### config.mk
export PLATFORM = sky130hd
export DESIGN_NAME = pidflush_scan
export DESIGN_NICKNAME = d
export VERILOG_FILES = /design/src/rtl/pidflush_pkg.sv /design/src/rtl/pidflush_walker.sv /design/src/rtl/pidflush_match.sv /design/src/rtl/pidflush_scan.sv
export SDC_FILE = /design/constraint.sdc
export NUM_CORES = 1
export LEC_CHECK = 0
export BUFFER_PORTS_ARGS = -buffer_cell sky130_fd_sc_hd__buf_4
export CORE_MARGIN = 2
export CORE_UTILIZATION = 52
export DETAILED_ROUTE_END_ITERATION = 8
export PLACE_DENSITY = 0.8
export SYNTH_ARGS = -nofsm -noshare
export SYNTH_HDL_FRONTEND = slang
export SYNTH_HIERARCHICAL = 1
export SYNTH_SLANG_ARGS = --single-unit
### constraint.sdc
create_clock -name clk -period 2.28 [get_ports clk]
set_input_delay 0.114 -clock clk [delete_from_list [all_inputs] [get_ports clk]]
set_output_delay 0.114 -clock clk [all_outputs]
set_load 0.01 [all_outputs]
### src/rtl/pidflush_pkg.sv
package pidflush_pkg;

    localparam int PID_W      = 8;
    localparam int WORD_W     = 32;
    localparam int PAGE_SHIFT = 13;
    localparam int VPN_W      = WORD_W - PAGE_SHIFT;

    typedef enum logic [1:0] {
        ST_IDLE  = 2'd0,
        ST_SCAN  = 2'd1,
        ST_DRAIN = 2'd2
    } scan_state_e;

    typedef struct packed {
        scan_state_e          st;
        logic [PID_W-1:0]     pid;
        logic                 out_vld;
        logic [WORD_W-1:0]    out_addr;
        logic                 done;
    } scan_ctl_t;

endpackage

### src/rtl/pidflush_walker.sv
module pidflush_walker #(
    parameter int TOTAL = 128,
    localparam int PTR_W = (TOTAL > 1) ? $clog2(TOTAL) : 1
) (
    input  logic             clk,
    input  logic             rst_n,
    input  logic             clear_i,
    input  logic             advance_i,
    output logic [PTR_W-1:0] ptr_o,
    output logic             last_o
);

    logic [PTR_W-1:0] ptr_d, ptr_q;

    always_comb begin
        ptr_d = ptr_q;
        if (clear_i) begin
            ptr_d = '0;
        end else if (advance_i && !last_o) begin
            ptr_d = ptr_q + 1'b1;
        end
    end

    always_ff @(posedge clk or negedge rst_n) begin
        if (!rst_n) ptr_q <= '0;
        else        ptr_q <= ptr_d;
    end

    assign ptr_o  = ptr_q;
    assign last_o = (ptr_q == PTR_W'(TOTAL - 1));

endmodule

### src/rtl/pidflush_match.sv
module pidflush_match
    import pidflush_pkg::*;
(
    input  logic [VPN_W-1:0]  vpn_i,
    input  logic [PID_W-1:0]  ent_pid_i,
    input  logic              global_i,
    input  logic              valid_i,
    input  logic [PID_W-1:0]  want_pid_i,
    output logic              hit_o,
    output logic [WORD_W-1:0] page_o
);

    always_comb begin
        hit_o  = valid_i && !global_i && (ent_pid_i == want_pid_i);
        page_o = {vpn_i, {PAGE_SHIFT{1'b0}}};
    end

endmodule

### src/rtl/pidflush_scan.sv
module pidflush_scan
    import pidflush_pkg::*;
#(
    parameter int NUM_TLB  = 2,
    parameter int NUM_WAYS = 4,
    parameter int NUM_IDX  = 16,
    localparam int TLB_W = (NUM_TLB  > 1) ? $clog2(NUM_TLB)  : 1,
    localparam int WAY_W = (NUM_WAYS > 1) ? $clog2(NUM_WAYS) : 1,
    localparam int IDX_W = (NUM_IDX  > 1) ? $clog2(NUM_IDX)  : 1
) (
    input  logic              clk,
    input  logic              rst_n,
    input  logic              start_i,
    input  logic [PID_W-1:0]  pid_i,
    output logic              busy_o,
    output logic              done_o,
    output logic              rd_en_o,
    output logic [TLB_W-1:0]  rd_tlb_o,
    output logic [WAY_W-1:0]  rd_way_o,
    output logic [IDX_W-1:0]  rd_idx_o,
    input  logic [VPN_W-1:0]  ent_vpn_i,
    input  logic [PID_W-1:0]  ent_pid_i,
    input  logic              ent_global_i,
    input  logic              ent_valid_i,
    output logic              inv_valid_o,
    input  logic              inv_ready_i,
    output logic [WORD_W-1:0] inv_addr_o
);

    localparam int TOTAL = NUM_TLB * NUM_WAYS * NUM_IDX;
    localparam int PTR_W = (TOTAL > 1) ? $clog2(TOTAL) : 1;

    scan_ctl_t ctl_d, ctl_q;

    logic              slot_free;
    logic              visit;
    logic              last;
    logic              hit;
    logic [WORD_W-1:0] page;
    logic [PTR_W-1:0]  ptr;

    pidflush_walker #(.TOTAL(TOTAL)) u_walker (
        .clk       (clk),
        .rst_n     (rst_n),
        .clear_i   (ctl_q.st == ST_IDLE),
        .advance_i (visit),
        .ptr_o     (ptr),
        .last_o    (last)
    );

    pidflush_match u_match (
        .vpn_i      (ent_vpn_i),
        .ent_pid_i  (ent_pid_i),
        .global_i   (ent_global_i),
        .valid_i    (ent_valid_i),
        .want_pid_i (ctl_q.pid),
        .hit_o      (hit),
        .page_o     (page)
    );

    assign slot_free = !ctl_q.out_vld || inv_ready_i;
    assign visit     = (ctl_q.st == ST_SCAN) && slot_free;

    always_comb begin
        ctl_d      = ctl_q;
        ctl_d.done = 1'b0;
        if (ctl_q.out_vld && inv_ready_i) begin
            ctl_d.out_vld = 1'b0;
        end
        unique case (ctl_q.st)
            ST_IDLE: begin
                if (start_i) begin
                    ctl_d.st  = ST_SCAN;
                    ctl_d.pid = pid_i;
                end
            end
            ST_SCAN: begin
                if (visit) begin
                    if (hit) begin
                        ctl_d.out_vld  = 1'b1;
                        ctl_d.out_addr = page;
                    end
                    if (last) begin
                        if (hit) begin
                            ctl_d.st = ST_DRAIN;
                        end else begin
                            ctl_d.st   = ST_IDLE;
                            ctl_d.done = 1'b1;
                        end
                    end
                end
            end
            ST_DRAIN: begin
                if (slot_free) begin
                    ctl_d.st   = ST_IDLE;
                    ctl_d.done = 1'b1;
                end
            end
            default: ctl_d.st = ST_IDLE;
        endcase
    end

    always_ff @(posedge clk or negedge rst_n) begin
        if (!rst_n) begin
            ctl_q <= '{st: ST_IDLE, pid: '0, out_vld: 1'b0, out_addr: '0, done: 1'b0};
        end else begin
            ctl_q <= ctl_d;
        end
    end

    assign busy_o      = (ctl_q.st != ST_IDLE);
    assign done_o      = ctl_q.done;
    assign rd_en_o     = visit;
    assign rd_tlb_o    = ptr[PTR_W-1 -: TLB_W];
    assign rd_way_o    = ptr[IDX_W +: WAY_W];
    assign rd_idx_o    = ptr[IDX_W-1:0];
    assign inv_valid_o = ctl_q.out_vld;
    assign inv_addr_o  = ctl_q.out_addr;

endmodule

==> results by stage <==
Timing:
- The final count of negative-setup-slack endpoints is 0.
- After routing, the total negative slack on setup checks comes to 0 ns.
- Dividing the final minimum period by the clock period gives 84.4%.
- The slack of the critical path is 0.356 ns.
- The final max-slew violation count was 0.
- At the pin with the least slew margin, the transition time is between 0.6 and 0.7 ns.
- Static timing analysis puts the maximum clock frequency at 0.520 GHz.
- The worst pin sits at a relative slew slack of between 50% and 60%.
- Setup repair after global routing left no endpoint under its margin.
- The count of endpoints failing hold in the final timing report came to 0.
- The post-layout minimum cycle time is 1.92 ns.
- The setup skew after layout is ~0.0075 ns.

Floorplanning:
- The die covers roughly 0.0061 mm2.
- Measured along the y axis, the die boundary spans 78.2 um.
- During I/O placement, the number of pins put on the boundary was 84.
- For this configuration, the core starts out at a cell density of ~55%.
- The core outline area is 0.00520 mm2.
- The floorplan row count is 26.
- In this run the horizontal extent of the chip is about 78 um.

Power and ir drop:
- Of the total power, the share spent switching nets is between 20% and 30%.
- Power spread over the standard cell area amounts to roughly 740 mW/mm2.
- For this design the static power due to leakage is 1.73 nW.
- IR analysis of the VDD net gives a maximum drop of ~0.00032 V.
- The analysis attributes to net switching a power of 0.679 mW.
- The clock network is responsible for between 20% and 30% of the overall power.
- The cell-internal power is 1.70 mW.
- The relative contribution of combinational cells to total power is just under 30%.
- The share of total power in sequential cells is around half.

Cells and area:
- 0 antenna diodes ended up in the layout.
- Leaving out filler cells and counting taps, the final layout contains approximately 340.
- Compared with the post-synthesis result, the final layout area differs by 12.3%.
- After the last flow step, the layout net total stands at around 310.
- The number of filler instances in the final layout is 447.
- The library cells used most frequently in the layout, excluding fill and tap cells, are sky130_fd_sc_hd__buf_4, sky130_fd_sc_hd__dfrtp_1, sky130_fd_sc_hd__mux2_4.
- The library cell used most frequently in the layout, excluding fill and tap cells, is sky130_fd_sc_hd__buf_4.
- The fraction of layout instances using a drive strength above 1 is around half.

Clocking:
- In this run the clock root is driven by a sky130_fd_sc_hd__clkbuf_8.
- The later pin in the worst-skew pair is clocked with a latency of roughly 0.30 ns.
- The CTS tree is done.
- The clock-pin slew reported for the worst setup and hold paths after clock tree synthesis is 0.09 ns.
- The H-tree depth is 2.
- The clock passes through at most 2 buffers.
- The number of post-CTS setup repair buffers is 0.
- The sink count of the clock tree is 51.
- The total clock buffers created by CTS is 5.

Drt:
- The iteration count of the initial detailed-routing pass is 4.
- In the final routed layout, each cell accounts on average for 12.9 um.
- The overall routed net length is around 4.4 mm.
- After the first detailed-routing iteration, the DRC count stood at 46.
- After detailed routing, the number of remaining DRC violations is 0.
- The number of vias per cell after detailed routing is 4.74.
- The count of vias placed by the detailed router is 1603.
- The count of nets left with antenna violations after detail routing is 0.

Job:
- The number of maximum-capacitance constraint violations is 0.

Global routing:
- The total congestion overflow after global routing is 0.
- The maximum number of pins on one net before global-route repair is 52.
- Global routing consumed, over all layers together, between 10% and 20% of the routing resources.
- The via count of the first global-routing pass is around 1.6k.
- The initial antenna violation count is 0.
- The wire length of the first global-routing pass is between 7 and 8 mm.

Critical path:
- The logic depth of the worst register-to-register path is 6.
- The startpoint identified for the worst register-to-register timing path is ctl_q[41].
- The element type at the critical path end is a flop.
- The path type of the worst setup path is reg2reg.
- The worst setup path is launched from a flop.
- The data required time of the critical path is between 2 and 2.5 ns.
- STA puts the critical path data arrival time at between 2 and 2.5 ns.
- The reg-to-reg critical path endpoint is inv_addr_o[28].
- The setup slack of the most critical reg-to-reg path is 0.36 ns.
- In this run the worst path has a maximum fanout of 33.

Synthesis:
- The synthesized area per cell is roughly 12 um2.
- Synthesis produced 231 cells.
- During synthesis, Yosys emitted a total of 6 warnings.
- The share of the Yosys chip area taken by registers is about 45%.
- The mapped cell area is ~0.0029 mm2.
- The flip-flop and latch count after synthesis is between 50 and 60.
- The count of cell types in the netlist is 34.

Place:
- The post-placement cell count is 329.
- At the end of routability-driven placement, the weighted congestion stood at ~0.78.
- The pre-CTS setup slack is between 0.3 and 0.4 ns.
- The final HPWL from detailed placement is between 3 and 4 mm.
- During placement, the flow inserted port buffers numbering 83.

Hold path:
- Counting instances, the worst hold path has a depth of 2.
- The launch point of the worst hold path is ent_vpn_i[14].
- For hold timing, the worst endpoint is inv_addr_o[27].
- The type of the worst min-delay path is in2reg.

Run status:
- The flow ran to the end, and the final reports show no timing, DRC or antenna violations.
[per-layer routing]
layer	wire (um)	share of wire, %	GRT usage (%)	vias up
met3	260	6.0	3.79	7
met5	0	0	0	-
met1	2000	46	21.3	774
li1	-	-	-	773
met2	2060	47	24.4	49
met4	49	1.1	3.68	0
[power by group through the flow]
stage	combinational (mW)	clock (mW)	sequential, mW
5_1_grt	0.772	0.600	1.16
4_1_cts	0.712	0.553	1.14
2_1_floorplan	0.560	0	1.14
6_report	0.701	0.533	1.14
3_3_place_gp	0.693	0	1.15
3_5_place_dp	0.709	0	1.16
[worst max-delay path by stage]
stage	from	to	slack (ns)	cells past startpoint
after floorplan	ctl_q[43]	u_walker/ptr_o[0]	0.57	5
after global placement	ctl_q[41]	inv_addr_o[0]	0.41	6
after detailed placement	ctl_q[41]	inv_addr_o[1]	0.35	6
after CTS	ctl_q[41]	inv_addr_o[21]	0.33	6
after global routing	ctl_q[43]	u_walker/ptr_o[5]	0.22	6
final	ctl_q[41]	inv_addr_o[28]	0.36	6
[cells in the mapped netlist (all sizes together)]
cell	number	area share (%)
and2	1	0.22
mux2	41	20
a31o	1	0.31
nand3b	1	0.26
o211ai	2	0.53
o32a	1	0.35
buf	67	18
o21ai	2	0.35
conb	1	0.13
o311ai	1	0.31
a21boi	1	0.39
nand3	3	0.96
inv	8	1.1
nor3	1	0.35
dfrtp	51	45
o41ai	1	0.31
nand4	2	0.44
nand2	10	1.3
a21oi	3	0.53
mux2i	2	0.70
a211oi	5	1.3
and3	3	1.0
ha	4	1.8
xnor2	8	2.5
a31oi	1	0.22
nor2b	2	0.44
nand2b	1	0.48
clkbuf	1	0.13
o211a	1	0.35
nor2	5	0.66
[flip-flops by register name (all words and copies together), names as in the netlist]
name,flops
inv_addr_o,32
inv_valid_o,1
done_o,1
u_walker/ptr_o,7
ctl_q,10
[what timing repair did]
| item | CTS | global route |
|---|---|---|
| endpoints found under the hold margin | 51 | 0 |
| resized for setup | 0 | 0 |
| endpoints found under the setup margin | 0 | 0 |
| hold buffers | 1 | 0 |
[critical path: stages (launching register included)]
cell	delay [ns]
sky130_fd_sc_hd__dfrtp_1	0.39
sky130_fd_sc_hd__xnor2_1	0.17
sky130_fd_sc_hd__nand4_1	0.13
sky130_fd_sc_hd__nor3_2	0.33
sky130_fd_sc_hd__nand3_4	0.08
sky130_fd_sc_hd__buf_4	0.31
sky130_fd_sc_hd__mux2_4	0.37
[area by class of cell]
type                    instances  area [um2]  area share, %
flip-flops and latches         51        1280           39.8
multi-input cells             116        1080           33.6
repair buffers                 85         641           20.0
well taps                      70        87.6           2.73
clock buffers                   7        86.3           2.69
inverters                       8        30.0          0.936
clock inverters                 1        8.76          0.273
[metrics by stage]
step | util, % | area [um2] | power (mW) | hold slack [ns]
after floorplan | - | 2900 | 1.70 | -0.182
after CTS | 61.7 | 3210 | 2.41 | 0.0208
final | 61.7 | 3210 | 2.37 | 0.0352
after global routing | 61.7 | 3210 | 2.53 | 0.0158
after detailed placement | 59.6 | 3100 | 1.87 | 0.182
after global placement | 59.6 | 3100 | 1.85 | 0.178
[cells by family (layout without fill, tap and decap cells)]
kind of cell    after synthesis  in the layout  share of synthesized area [%]
fa+ha+maj                     4              4                           1.75
mux                          43             43                           20.8
other cells                   1             13                          0.131
simple gates                 29             29                           6.13
xor+xnor                      8              8                           2.45
flops                        51             51                           44.6
buf+inv                      76            101                           19.2
compound gates               19             19                           4.95
Note: power is estimated with default switching activity, not from simulation.
